<file path="config.mk">
export PLATFORM = sky130hd
export DESIGN_NAME = buck_seq_top
export DESIGN_NICKNAME = d
export VERILOG_FILES = /design/src/rtl/buck_seq_pkg.sv /design/src/rtl/buck_seq_sync.sv /design/src/rtl/buck_seq_ramp.sv /design/src/rtl/buck_seq_fsm.sv /design/src/rtl/buck_seq_top.sv
export SDC_FILE = /design/constraint.sdc
export NUM_CORES = 1
export LEC_CHECK = 0
export BUFFER_PORTS_ARGS = -buffer_cell sky130_fd_sc_hd__buf_2
export CELL_PAD_IN_SITES_DETAIL_PLACEMENT = 0
export CELL_PAD_IN_SITES_GLOBAL_PLACEMENT = 1
export CORE_ASPECT_RATIO = 1.75
export CORE_MARGIN = 2
export CORE_UTILIZATION = 36
export DETAILED_ROUTE_END_ITERATION = 16
export GPL_ROUTABILITY_DRIVEN = 1
export PLACE_DENSITY_LB_ADDON = 0.15
export SETUP_SLACK_MARGIN = 0.4
export SYNTH_ARGS = -nofsm -noshare
export SYNTH_HDL_FRONTEND = slang
export SYNTH_SLANG_ARGS = --single-unit
</file>
<file path="constraint.sdc">
create_clock -name clk -period 1.6 [get_ports clk]
set_clock_uncertainty 0.2 [all_clocks]
set_input_delay 0.16 -clock clk [delete_from_list [all_inputs] [get_ports clk]]
set_output_delay 0.16 -clock clk [all_outputs]
set_load 0.05 [all_outputs]
</file>
<file path="src/rtl/buck_seq_pkg.sv">
package buck_seq_pkg;
  typedef enum logic [1:0] {
    ST_RST  = 2'd0,
    ST_SOFT = 2'd1,
    ST_RUN  = 2'd2,
    ST_OVL  = 2'd3
  } seq_state_e;

  localparam int unsigned NFLAG   = 6;
  localparam int unsigned F_ON    = 0;
  localparam int unsigned F_OFF   = 1;
  localparam int unsigned F_OE    = 2;
  localparam int unsigned F_VID   = 3;
  localparam int unsigned F_OV    = 4;
  localparam int unsigned F_MON   = 5;
endpackage

</file>
<file path="src/rtl/buck_seq_sync.sv">
module buck_seq_sync #(
  parameter int unsigned W      = 6,
  parameter int unsigned STAGES = 2
) (
  input  logic         clk,
  input  logic         rst,
  input  logic [W-1:0] d,
  output logic [W-1:0] q
);
  logic [W-1:0] stg [STAGES];

  genvar g;
  generate
    for (g = 0; g < STAGES; g++) begin : g_stage
      if (g == 0) begin : g_first
        always_ff @(posedge clk) begin
          if (rst) stg[0] <= '0;
          else     stg[0] <= d;
        end
      end else begin : g_next
        always_ff @(posedge clk) begin
          if (rst) stg[g] <= '0;
          else     stg[g] <= stg[g-1];
        end
      end
    end
  endgenerate

  assign q = stg[STAGES-1];
endmodule

</file>
<file path="src/rtl/buck_seq_ramp.sv">
module buck_seq_ramp #(
  parameter int unsigned SS_CYCLES = 2048,
  localparam int unsigned RW       = $clog2(SS_CYCLES)
) (
  input  logic          clk,
  input  logic          rst,
  input  logic          clr,
  input  logic          load_full,
  input  logic          inc,
  output logic [RW-1:0] cnt,
  output logic          at_top
);
  localparam logic [RW-1:0] TOPV = RW'(SS_CYCLES - 1);

  always_ff @(posedge clk) begin
    if (rst || clr)     cnt <= '0;
    else if (load_full) cnt <= TOPV;
    else if (inc)       cnt <= cnt + RW'(1);
  end

  assign at_top = (cnt == TOPV);
endmodule

</file>
<file path="src/rtl/buck_seq_fsm.sv">
module buck_seq_fsm
  import buck_seq_pkg::*;
(
  input  logic clk,
  input  logic rst,
  input  logic on_s,
  input  logic off_s,
  input  logic oe_s,
  input  logic vid_s,
  input  logic ov_s,
  input  logic mon_s,
  input  logic tick,
  input  logic at_top,
  output logic ramp_clr,
  output logic ramp_full,
  output logic ramp_inc,
  output logic por_q,
  output logic ss_q,
  output logic drv_q,
  output logic lock_q,
  output logic pg_q
);
  seq_state_e st, st_n;
  logic       oe_seen_low;

  always_comb begin
    st_n = st;
    unique case (st)
      ST_RST:  if (on_s && !off_s && oe_s && vid_s) st_n = ST_SOFT;
      ST_SOFT: if (off_s || !oe_s)                  st_n = ST_RST;
               else if (tick && at_top)             st_n = ST_RUN;
      ST_RUN:  if (off_s || !oe_s)                  st_n = ST_RST;
               else if (ov_s)                       st_n = ST_OVL;
      ST_OVL:  if (off_s)                           st_n = ST_RST;
               else if (oe_seen_low && oe_s)        st_n = ST_SOFT;
    endcase
  end

  always_ff @(posedge clk) begin
    if (rst) st <= ST_RST;
    else     st <= st_n;
  end

  always_ff @(posedge clk) begin
    if (rst || st != ST_OVL) oe_seen_low <= 1'b0;
    else if (!oe_s)          oe_seen_low <= 1'b1;
  end

  always_comb begin
    ramp_clr  = (st_n == ST_RST) || (st_n == ST_SOFT && st != ST_SOFT);
    ramp_full = (st_n == ST_RUN) || (st_n == ST_OVL);
    ramp_inc  = (st_n == ST_SOFT) && (st == ST_SOFT) && tick;
  end

  always_ff @(posedge clk) begin
    if (rst) begin
      por_q  <= 1'b1;
      ss_q   <= 1'b0;
      drv_q  <= 1'b0;
      lock_q <= 1'b0;
      pg_q   <= 1'b0;
    end else begin
      por_q  <= (st_n == ST_RST);
      ss_q   <= (st_n == ST_SOFT);
      drv_q  <= (st_n == ST_SOFT) || (st_n == ST_RUN);
      lock_q <= (st_n == ST_OVL);
      pg_q   <= (st_n == ST_RUN) && mon_s;
    end
  end
endmodule

</file>
<file path="src/rtl/buck_seq_top.sv">
module buck_seq_top
  import buck_seq_pkg::*;
#(
  parameter int unsigned SS_CYCLES   = 2048,
  parameter int unsigned SYNC_STAGES = 2,
  localparam int unsigned RW         = $clog2(SS_CYCLES)
) (
  input  logic          clk,
  input  logic          rst,
  input  logic          sup_above_on_i,
  input  logic          sup_below_off_i,
  input  logic          out_en_i,
  input  logic          vid_ok_i,
  input  logic          ovp_i,
  input  logic          vout_good_i,
  input  logic          sw_tick_i,
  output logic          por_o,
  output logic          ss_active_o,
  output logic [RW-1:0] ramp_o,
  output logic          pgood_o,
  output logic          drv_en_o,
  output logic          ov_lock_o
);
  logic [NFLAG-1:0] raw, syn;
  logic clr, full, inc, at_top;

  always_comb begin
    raw        = '0;
    raw[F_ON]  = sup_above_on_i;
    raw[F_OFF] = sup_below_off_i;
    raw[F_OE]  = out_en_i;
    raw[F_VID] = vid_ok_i;
    raw[F_OV]  = ovp_i;
    raw[F_MON] = vout_good_i;
  end

  buck_seq_sync #(.W(NFLAG), .STAGES(SYNC_STAGES)) u_sync (
    .clk(clk), .rst(rst), .d(raw), .q(syn)
  );

  buck_seq_fsm u_fsm (
    .clk(clk), .rst(rst),
    .on_s(syn[F_ON]), .off_s(syn[F_OFF]), .oe_s(syn[F_OE]),
    .vid_s(syn[F_VID]), .ov_s(syn[F_OV]), .mon_s(syn[F_MON]),
    .tick(sw_tick_i), .at_top(at_top),
    .ramp_clr(clr), .ramp_full(full), .ramp_inc(inc),
    .por_q(por_o), .ss_q(ss_active_o), .drv_q(drv_en_o),
    .lock_q(ov_lock_o), .pg_q(pgood_o)
  );

  buck_seq_ramp #(.SS_CYCLES(SS_CYCLES)) u_ramp (
    .clk(clk), .rst(rst), .clr(clr), .load_full(full), .inc(inc),
    .cnt(ramp_o), .at_top(at_top)
  );
endmodule

</file>
==> flow_metrics.env, run 1 <==
export IMPL_nets=212
export IMPL_clkTransAtPathRegs_ns=0.06
export IMPL_rsz0062_at_grt="true"
export IMPL_vias=1221
export IMPL_synth_avg_cell_area_um2=10.6
export IMPL_yosysSeqAreaShare_pct=51.1
export IMPL_setup_viol=16
export IMPL_path_max_fanout=3
export IMPL_reg2reg_from="u_fsm.st[1]"
export IMPL_grtUsageTotal_pct=20.5
export IMPL_cts_made_buffers=5
export IMPL_n_antenna_cell=0
export IMPL_wl_per_cell_um=14.8
export IMPL_crit_path_end_kind="flop"
export IMPL_power_leakage_nw=0.992
export IMPL_wl_um=3650
export IMPL_p_int_mw=1.11
export IMPL_rows=27
export IMPL_cts_tree="built"
export IMPL_yosysWarnings=0
export IMPL_r2r_end="u_ramp.cnt[6]"
export IMPL_synth_largest_area_cell="dfxtp_1"
export IMPL_die_h_um=80.8
export IMPL_netlist_top_cells_count="dfxtp_1 (31), nor2b_1 (14), nor2_1 (8)"
export IMPL_power_mw=1.42
export IMPL_status="complete, but fails checks"
export IMPL_clockPowerShare_pct=41.9
export IMPL_h_tree_depth=2
export IMPL_area_growth_pct=101
export IMPL_io_pins=25
export IMPL_synth_area_top_cells="dfxtp_1 (51%), nor2b_1 (7.2%), a311oi_1 (2.9%), xnor2_1 (2.9%), a21oi_1 (2.5%)"
export IMPL_nFillCells=237
export IMPL_switching_share_pct=22.2
export IMPL_first_global_vias=1242
export IMPL_hp_class="in -> reg"
export IMPL_min_delay_path_depth=2
export IMPL_rr_worst_depth=6
export IMPL_combinationalPowerShare_pct=3.7
export IMPL_layout_drive_gt1_share_pct=71.4
export IMPL_p_seq_share_pct=54.4
export IMPL_fmax_mhz=573
export IMPL_violations="setup timing"
export IMPL_drc=0
export IMPL_period_needed_ns=1.74
export IMPL_synthDominantCellAreaShare_pct=51.1
export IMPL_slew_headroom_pct=82.2
export IMPL_grt_pass1_wl_um=5440
export IMPL_tns_ns=-1.09
export IMPL_root_buffer="clkbuf_8"
export IMPL_start_util_pct=38.2
export IMPL_port_buffer_count=24
export IMPL_synth_distinct_cells=37
export IMPL_dp_slack_ns=-0.174
export IMPL_numClockSinks=31
export IMPL_core_area_um2=3180
export IMPL_via_per_inst=4.96
export IMPL_gr_total_overflow=0
export IMPL_switchingPower_uw=315
export IMPL_dieWidth_um=47.9
export IMPL_layout_cell_area_non_filler_um2=2440
export IMPL_async_flop_share_pct=0
export IMPL_crit_arrival_ns=1.72
export IMPL_hold_start="rst"
export IMPL_dr_pass1_iters=4
export IMPL_clockBufferDepth=2
export IMPL_final_antenna_net_count=0
export IMPL_critPathKind="reg -> reg"
export IMPL_post_route_period_util_pct=109
export IMPL_synth_area_um2=1210
export IMPL_synth_ff_type="dfxtp_1"
export IMPL_peakVddDrop_v=0.000660
export IMPL_synth_edff_count=0
export IMPL_hold_path_end="u_sync.stg[1][2]"
export IMPL_hold_viol=0
export IMPL_die_area_um2=3870
export IMPL_synthesis_nets=124
export IMPL_worst_r2r_setup_slack_ns=-0.14
export IMPL_antenna_found_initial=0
export IMPL_fin_ws_ns=-0.145
export IMPL_grt_max_degree=13
export IMPL_placed_area_um2=1750
export IMPL_syn_instance_count=114
export IMPL_cp_required_ns=1.57
export IMPL_drtIter0Drc=18
export IMPL_worstSetupStartpointType="flop"
export IMPL_clock_latency_ns=0.28
export IMPL_yosysMostFrequentCell="dfxtp_1"
export IMPL_place_gp_congestion=0.846
export IMPL_synth_seq_cells=31
export IMPL_dp_hpwl_um=2260
export IMPL_tightest_slew_ns=0.266
export IMPL_maxSlewViolCount=0
export IMPL_drv_cap=0
export IMPL_p_per_area_nw_per_um2=582
[routing by layer]
metal | vias up | global-route usage [%] | share of wire [%]
met3 | 9 | 5.11 | 1.9
met5 | - | 0 | 0
met1 | 593 | 17.7 | 34
li1 | 596 | - | -
met4 | 0 | 10.0 | 2.7
met2 | 23 | 39.2 | 62
[power groups by stage]
stage	Sequential [mW]	Combinational, mW	Clock, mW
5_1_grt	0.773	0.0586	0.653
4_1_cts	0.774	0.0521	0.617
2_1_floorplan	0.793	0.0154	0
3_3_place_gp	0.793	0.0374	0
3_5_place_dp	0.794	0.0384	0
6_report	0.773	0.0525	0.595
[cell usage in the layout (no fill, tap or decap), types with 3 or more instances in the layout]
cell type      Yosys  layout
a21oi_2            1       5
buf_2              2       8
buf_4              0      38
buf_6              0      22
buf_8              0       8
clkbuf_8           0       5
dfxtp_1           31      16
dfxtp_2            0       4
dfxtp_4            0      11
dlygate4sd3_1      0       6
nor2_1             8       4
nor2_4             0       3
nor2b_1           14      13
nor3_2             0       3
nor3_4             1       3
[cells by family (layout without fill, tap and decap cells)]
| logic type | Yosys count | count (layout) | synth area share (%) |
|---|---|---|---|
| AOI/OAI and AO/OA | 23 | 23 | 15.8 |
| xor gates and xnor gates | 4 | 4 | 2.89 |
| adders and majority gates | 1 | 1 | 1.03 |
| buffers and inverters | 4 | 93 | 1.44 |
| DFF | 31 | 31 | 51.1 |
| muxes | 1 | 1 | 0.928 |
| and+or+nand+nor | 50 | 50 | 26.8 |
[final cells by class]
type / instances / area [um^2] / area share [%]
Multi-Input combinational cell: 79 / 840 / 34.4
Timing Repair Buffer: 84 / 793 / 32.5
Sequential cell: 31 / 667 / 27.3
Clock buffer: 6 / 72.6 / 2.97
Tap cell: 43 / 53.8 / 2.20
Clock inverter: 2 / 11.3 / 0.461
Inverter: 1 / 3.75 / 0.154
[repair_timing]
action,in CTS,in global routing
hold buffers,6,0
gates resized for setup,91,19
endpoints found under the hold margin,6,0
pin swaps,28,11
buffers inserted,11,4
setup endpoints to repair,34,29
[worst max-delay path, stage by stage, from the launching register on]
cell,delay (ns)
dfxtp_2,0.33
and4bb_4,0.37
buf_6,0.11
o2111a_1,0.23
and3_4,0.21
xnor2_2,0.12
a21oi_2,0.07
[how the worst max path moves through the flow]
stage,start,to,slack (ns),cells after the start
after floorplan,u_ramp.cnt[0],u_fsm.drv_q,-0.20,6
after global placement,u_ramp.cnt[0],u_ramp.cnt[7],-0.17,7
after detailed placement,u_ramp.cnt[0],u_ramp.cnt[9],-0.17,6
after CTS,u_ramp.cnt[0],u_ramp.cnt[9],-0.11,6
after global routing,u_fsm.st[1],u_ramp.cnt[5],-0.21,7
final,u_fsm.st[1],u_ramp.cnt[6],-0.14,6
[through the flow]
stage / instances / util [%] / hold slack [ns]
CTS: 242 / 72.9 / 0.0113
finish: 246 / 76.9 / 0.00477
floorplan: 114 / - / 0.0316
global placement: 217 / 55.1 / 0.168
detailed placement: 217 / 55.1 / 0.177
global route: 246 / 76.9 / 0.0392
[sequential cells by signal, indices dropped and copies added, names as in the netlist]
register and count:
u_fsm.st 2, u_ramp.cnt 11, u_fsm.pg_q 1, u_fsm.ss_q 1, u_fsm.lock_q 1, u_fsm.drv_q 1
u_sync.stg 12, u_fsm.por_q 1, u_fsm.oe_seen_low 1
Note: power is estimated with default switching activity, not from simulation.
==> inputs of run 2 (changes only) <==
- GPL_TIMING_DRIVEN: default -> 0
- MAX_ROUTING_LAYER: default -> met4
==> flow_metrics.env, run 2 (synthesized netlist as in run 1, its figures left out) <==
export IMPL_status="complete, but fails checks"
export IMPL_violations="setup timing"
export IMPL_drv_cap=0
export IMPL_dieWidth_um=47.9
export IMPL_via_per_inst=5.11
export IMPL_port_buffer_count=24
export IMPL_critical_path_max_stage_delay_ns=0.37
export IMPL_power_mw=1.49
export IMPL_gr_total_overflow=0
export IMPL_drtIter0Drc=16
export IMPL_grt_max_degree=11
export IMPL_top_regs="u_sync.stg (12), u_ramp.cnt (11), u_fsm.st (2)"
export IMPL_clock_latency_ns=0.28
export IMPL_nets=203
export IMPL_setup_viol=15
export IMPL_hp_class="in -> reg"
export IMPL_power_leakage_nw=0.925
export IMPL_period_needed_ns=1.75
export IMPL_wl_per_cell_um=17.4
export IMPL_grtUsageTotal_pct=22.1
export IMPL_cts_tree="built"
export IMPL_die_area_um2=3870
export IMPL_final_cell_mix="buf_4 (27), buf_6 (18), dfxtp_1 (16)"
export IMPL_fin_ws_ns=-0.154
export IMPL_path_max_fanout=4
export IMPL_wl_um=4120
export IMPL_worstSetupStartpointType="flop"
export IMPL_core_area_um2=3180
export IMPL_post_route_period_util_pct=110
export IMPL_fmax_mhz=570
export IMPL_vias=1211
export IMPL_place_gp_congestion=0.829
export IMPL_crit_slowest_cell="dfxtp_4"
export IMPL_final_antenna_net_count=0
export IMPL_hold_path_end="u_fsm.st[0]"
export IMPL_largest_register_ff_count=12
export IMPL_numClockSinks=31
export IMPL_layout_drive_gt1_share_pct=63.9
export IMPL_regMostFlops="u_sync.stg"
export IMPL_dp_cells=181
export IMPL_grt_pass1_wl_um=5650
export IMPL_dp_hpwl_um=1870
export IMPL_dp_slack_ns=-0.310
export IMPL_crit_path_end_kind="flop"
export IMPL_tightest_slew_ns=0.436
export IMPL_placed_area_um2=1470
export IMPL_rr_worst_depth=7
export IMPL_final_core_util_pct=74.4
export IMPL_multiInputGateArea_um2=808
export IMPL_io_pins=25
export IMPL_clkTransAtPathRegs_ns=0.06
export IMPL_r2r_end="u_fsm.drv_q"
export IMPL_path_buf_inv=1
export IMPL_min_delay_path_depth=3
export IMPL_crit_arrival_ns=1.74
export IMPL_ff_latch_area_um2=672
export IMPL_path_cells="ha_4, nand3_4, nor3_4, buf_6, nor2b_4, o21bai_4, a2bb2o_4"
export IMPL_reg2reg_from="u_ramp.cnt[1]"
export IMPL_fin_cells=237
export IMPL_rsz0062_at_grt="true"
export IMPL_final_common_cell="buf_4"
export IMPL_clockBufferDepth=2
export IMPL_cp_top_family="simple AND/OR/NAND/NOR gates"
export IMPL_first_global_vias=1218
export IMPL_nFillCells=231
export IMPL_cts_made_buffers=5
export IMPL_cp_required_ns=1.58
export IMPL_layout_cell_area_non_filler_um2=2360
export IMPL_maxSlewViolCount=0
export IMPL_critPathKind="reg -> reg"
export IMPL_die_h_um=80.8
export IMPL_slew_headroom_pct=70.9
export IMPL_h_tree_depth=2
export IMPL_drc=0
export IMPL_n_antenna_cell=0
export IMPL_worst_r2r_setup_slack_ns=-0.15
export IMPL_p_per_area_nw_per_um2=632
export IMPL_hold_viol=0
export IMPL_antenna_found_initial=0
export IMPL_hold_start="rst"
export IMPL_rows=27
export IMPL_start_util_pct=38.2
export IMPL_root_buffer="clkbuf_8"
export IMPL_area_growth_pct=94.6
export IMPL_dr_pass1_iters=4
export IMPL_peakVddDrop_v=0.000663
-- run 2: changes by cell type in the layout (fill, tap and decap cells not counted), sizes merged --
cell	change
clkbuf	+5
clkinv	-1
inv	-1
buf	-13
dlygate4sd3	+1
-- run 2: worst max-delay path by stage --
stage,from,endpoint,slack (ns),cells after the start
2_1_floorplan,u_ramp.cnt[0],u_fsm.drv_q,-0.20,6
3_3_place_gp,u_sync.stg[1][1],u_ramp.cnt[9],-0.26,5
3_5_place_dp,u_sync.stg[1][1],u_ramp.cnt[9],-0.31,5
4_1_cts,u_ramp.cnt[1],u_ramp.cnt[9],-0.12,5
5_1_grt,u_ramp.cnt[1],u_ramp.cnt[3],-0.22,8
6_report,u_ramp.cnt[1],u_fsm.drv_q,-0.15,7
-- run 2: metal layers --
metal | GRT usage (%) | up-vias | wire length, um
met3 | 4.67 | 12 | 90
met2 | 42.5 | 29 | 2550
met5 | - | - | 0
met1 | 17.1 | 593 | 1360
li1 | - | 577 | -
met4 | 11.6 | 0 | 122
-- run 2: power breakdown --
group	switching [mW]	internal, mW
logic	0.0217	0.0322
clock network	0.278	0.392
registers	0.00453	0.765
total	0.305	1.19
-- run 2: per-stage QoR --
step	setup TNS, ns	hold slack [ns]
final	-1.52	0.0253
after global routing	-2.51	0.0383
after CTS	-0.630	0.0196
after detailed placement	-2.29	0.176
after global placement	-1.94	0.168
after floorplan	-1.38	0.0316
-- run 2: cell type report --
class | instances | area share, %
multi-input combinational | 79 | 34.2
timing repair buffer | 72 | 29.6
buffer | 3 | 1.11
clock buffer | 8 | 4.24
sequential | 31 | 28.4
tap | 43 | 2.28
inverter | 1 | 0.159
-- run 2: worst reg2reg max path: stages (launching register included) --
cell	delay (ns)
dfxtp_4	0.37
ha_4	0.17
nand3_4	0.09
nor3_4	0.24
buf_6	0.17
nor2b_4	0.06
o21bai_4	0.13
a2bb2o_4	0.22
-- run 2: repair_timing --
item / CTS / global route
hold buffers: 7 / 0
cloned: 1 / 0
setup buffers: 27 / 13
endpoints found under the setup margin: 32 / 31
hold endpoints to repair: 9 / 0
pin swaps: 27 / 17
resized for setup: 80 / 22
==> inputs of run 3 (changes only) <==
- CORE_UTILIZATION: 36 -> 25
- RECOVER_POWER: default -> 100
- clock period: 1.6 -> 2 ns (I/O delays scaled with it)
==> flow_metrics.env, run 3 (synthesized netlist as in run 1, its figures left out) <==
export IMPL_status="finished, final reports clean"
export IMPL_root_buffer="clkbuf_8"
export IMPL_power_leakage_nw=0.667
export IMPL_cts_made_buffers=5
export IMPL_worst_r2r_setup_slack_ns=0.19
export IMPL_port_buffer_count=24
export IMPL_path_max_fanout=5
export IMPL_rows=33
export IMPL_die_area_um2=5450
export IMPL_switchingPower_uw=239
export IMPL_peakVddDrop_v=0.000501
export IMPL_critPathKind="reg -> reg"
export IMPL_wl_per_cell_um=13.7
export IMPL_place_gp_congestion=0.710
export IMPL_start_util_pct=26.0
export IMPL_grtUsageTotal_pct=12.8
export IMPL_crit_path_end_kind="flop"
export IMPL_post_route_period_util_pct=90.4
export IMPL_drv_cap=0
export IMPL_nets=181
export IMPL_gr_total_overflow=0
export IMPL_io_pins=25
export IMPL_dp_hpwl_um=2000
export IMPL_h_tree_depth=2
export IMPL_worstSetupStartpointType="flop"
export IMPL_tns_ns=0
export IMPL_period_needed_ns=1.81
export IMPL_drc=0
export IMPL_setup_viol=0
export IMPL_p_int_uw=879
export IMPL_layout_cell_area_non_filler_um2=1900
export IMPL_p_per_area_nw_per_um2=589
export IMPL_dp_slack_ns=0.102
export IMPL_final_cell_mix="clkbuf_1 (20), dfxtp_1 (17), buf_4 (14)"
export IMPL_crit_slowest_cell="or4b_1"
export IMPL_dieWidth_um=56.7
export IMPL_numClockSinks=31
export IMPL_wl_um=3080
export IMPL_die_h_um=96.2
export IMPL_final_antenna_net_count=0
export IMPL_critical_path_max_stage_delay_ns=0.53
export IMPL_drtIter0Drc=53
export IMPL_antenna_found_initial=0
export IMPL_cp_required_ns=1.98
export IMPL_grt_max_degree=11
export IMPL_switching_share_pct=21.4
export IMPL_multiInputGateArea_um2=726
export IMPL_clockBufferDepth=2
export IMPL_core_area_um2=4670
export IMPL_hold_ws_ns=0.109
export IMPL_p_seq_share_pct=55.2
export IMPL_vias=1090
export IMPL_path_cells="or4b_1, a31oi_2, nor2_4, a2bb2o_4"
export IMPL_clockPowerShare_pct=41.6
export IMPL_clock_latency_ns=0.28
export IMPL_ff_latch_area_um2=668
export IMPL_maxSlewViolCount=0
export IMPL_largest_register_ff_count=12
export IMPL_first_global_vias=1103
export IMPL_dr_pass1_iters=4
export IMPL_cts_tree="built"
export IMPL_clkTransAtPathRegs_ns=0.06
export IMPL_nFillCells=492
export IMPL_rsz0062_at_grt="true"
export IMPL_fin_ws_ns=0.191
export IMPL_layout_drive_gt1_share_pct=44.8
export IMPL_placed_area_um2=1480
export IMPL_hp_class="in -> reg"
export IMPL_top_regs="u_sync.stg (12), u_ramp.cnt (11), u_fsm.st (2)"
export IMPL_final_core_util_pct=40.7
export IMPL_grt_pass1_wl_um=5080
export IMPL_via_per_inst=4.87
export IMPL_final_common_cell="clkbuf_1"
export IMPL_crit_arrival_ns=1.79
export IMPL_fmax_mhz=553
export IMPL_hold_viol=0
export IMPL_regMostFlops="u_sync.stg"
export IMPL_slew_headroom_pct=60.1
export IMPL_tightest_slew_ns=0.601
export IMPL_area_growth_pct=56.3
export IMPL_n_antenna_cell=0
export IMPL_combinationalPowerShare_pct=3.2
run 3: cell count changes in the layout (fill, tap and decap cells not counted), moves of 4 or more:
| cell | change |
|---|---|
| nor3_1 | +4 |
| buf_6 | -14 |
| clkbuf_1 | +18 |
| buf_4 | -13 |
| buf_8 | -10 |
run 3: final cells by class:
cell class	count	share of cell area [%]
buffer	3	1.19
clock buffer	7	4.02
clock inverter	1	0.264
inverter	1	0.198
multi-input combinational	79	38.3
sequential	31	35.2
tap	52	3.43
timing repair buffer	50	17.4
run 3: critical path: cells and delay by family (launching register included):
kind,cells,cell delay [ns]
AND/OR/NAND/NOR,2,0.61
flip-flops,1,0.35
AO/OA/AOI/OAI,2,0.55
run 3: metrics by stage:
stage	power [mW]	cells
final	1.12	224
after global routing	1.17	224
after CTS	1.14	220
after detailed placement	0.661	190
after global placement	0.661	190
after floorplan	0.647	114
run 3: power by group through the flow:
stage	registers (mW)	logic [mW]	clock network [mW]
2_1_floorplan	0.634	0.0123	0
3_3_place_gp	0.635	0.0253	0
3_5_place_dp	0.635	0.0257	0
4_1_cts	0.619	0.0354	0.487
5_1_grt	0.617	0.0392	0.516
6_report	0.617	0.0355	0.465
run 3: path summary, 6_finish.rpt:
kind	startpoint	cells after the start	endpoint
setup / recovery	u_fsm.st[0]	4	u_fsm.drv_q
hold / removal	rst	2	u_sync.stg[0][0]
setup reg to reg	u_fsm.st[0]	4	u_fsm.drv_q
hold reg to reg	u_sync.stg[0][2]	1	u_sync.stg[1][2]
run 3: layer usage:
| metal | part of all wire [%] | up-vias | global-route usage (%) |
|---|---|---|---|
| met5 | 0 | - | - |
| met4 | 2.8 | 0 | 7.14 |
| met3 | 3.9 | 8 | 3.49 |
| met2 | 56 | 26 | 24.2 |
| met1 | 37 | 519 | 11.1 |
| li1 | - | 537 | - |
run 3: what timing repair did:
action | CTS | global route
endpoints found under the setup margin | 18 | 17
cloned | 1 | 0
pin swaps | 15 | 17
buffers inserted | 15 | 4
hold buffers | 6 | 0
endpoints found under the hold margin | 6 | 0
resized for setup | 29 | 14
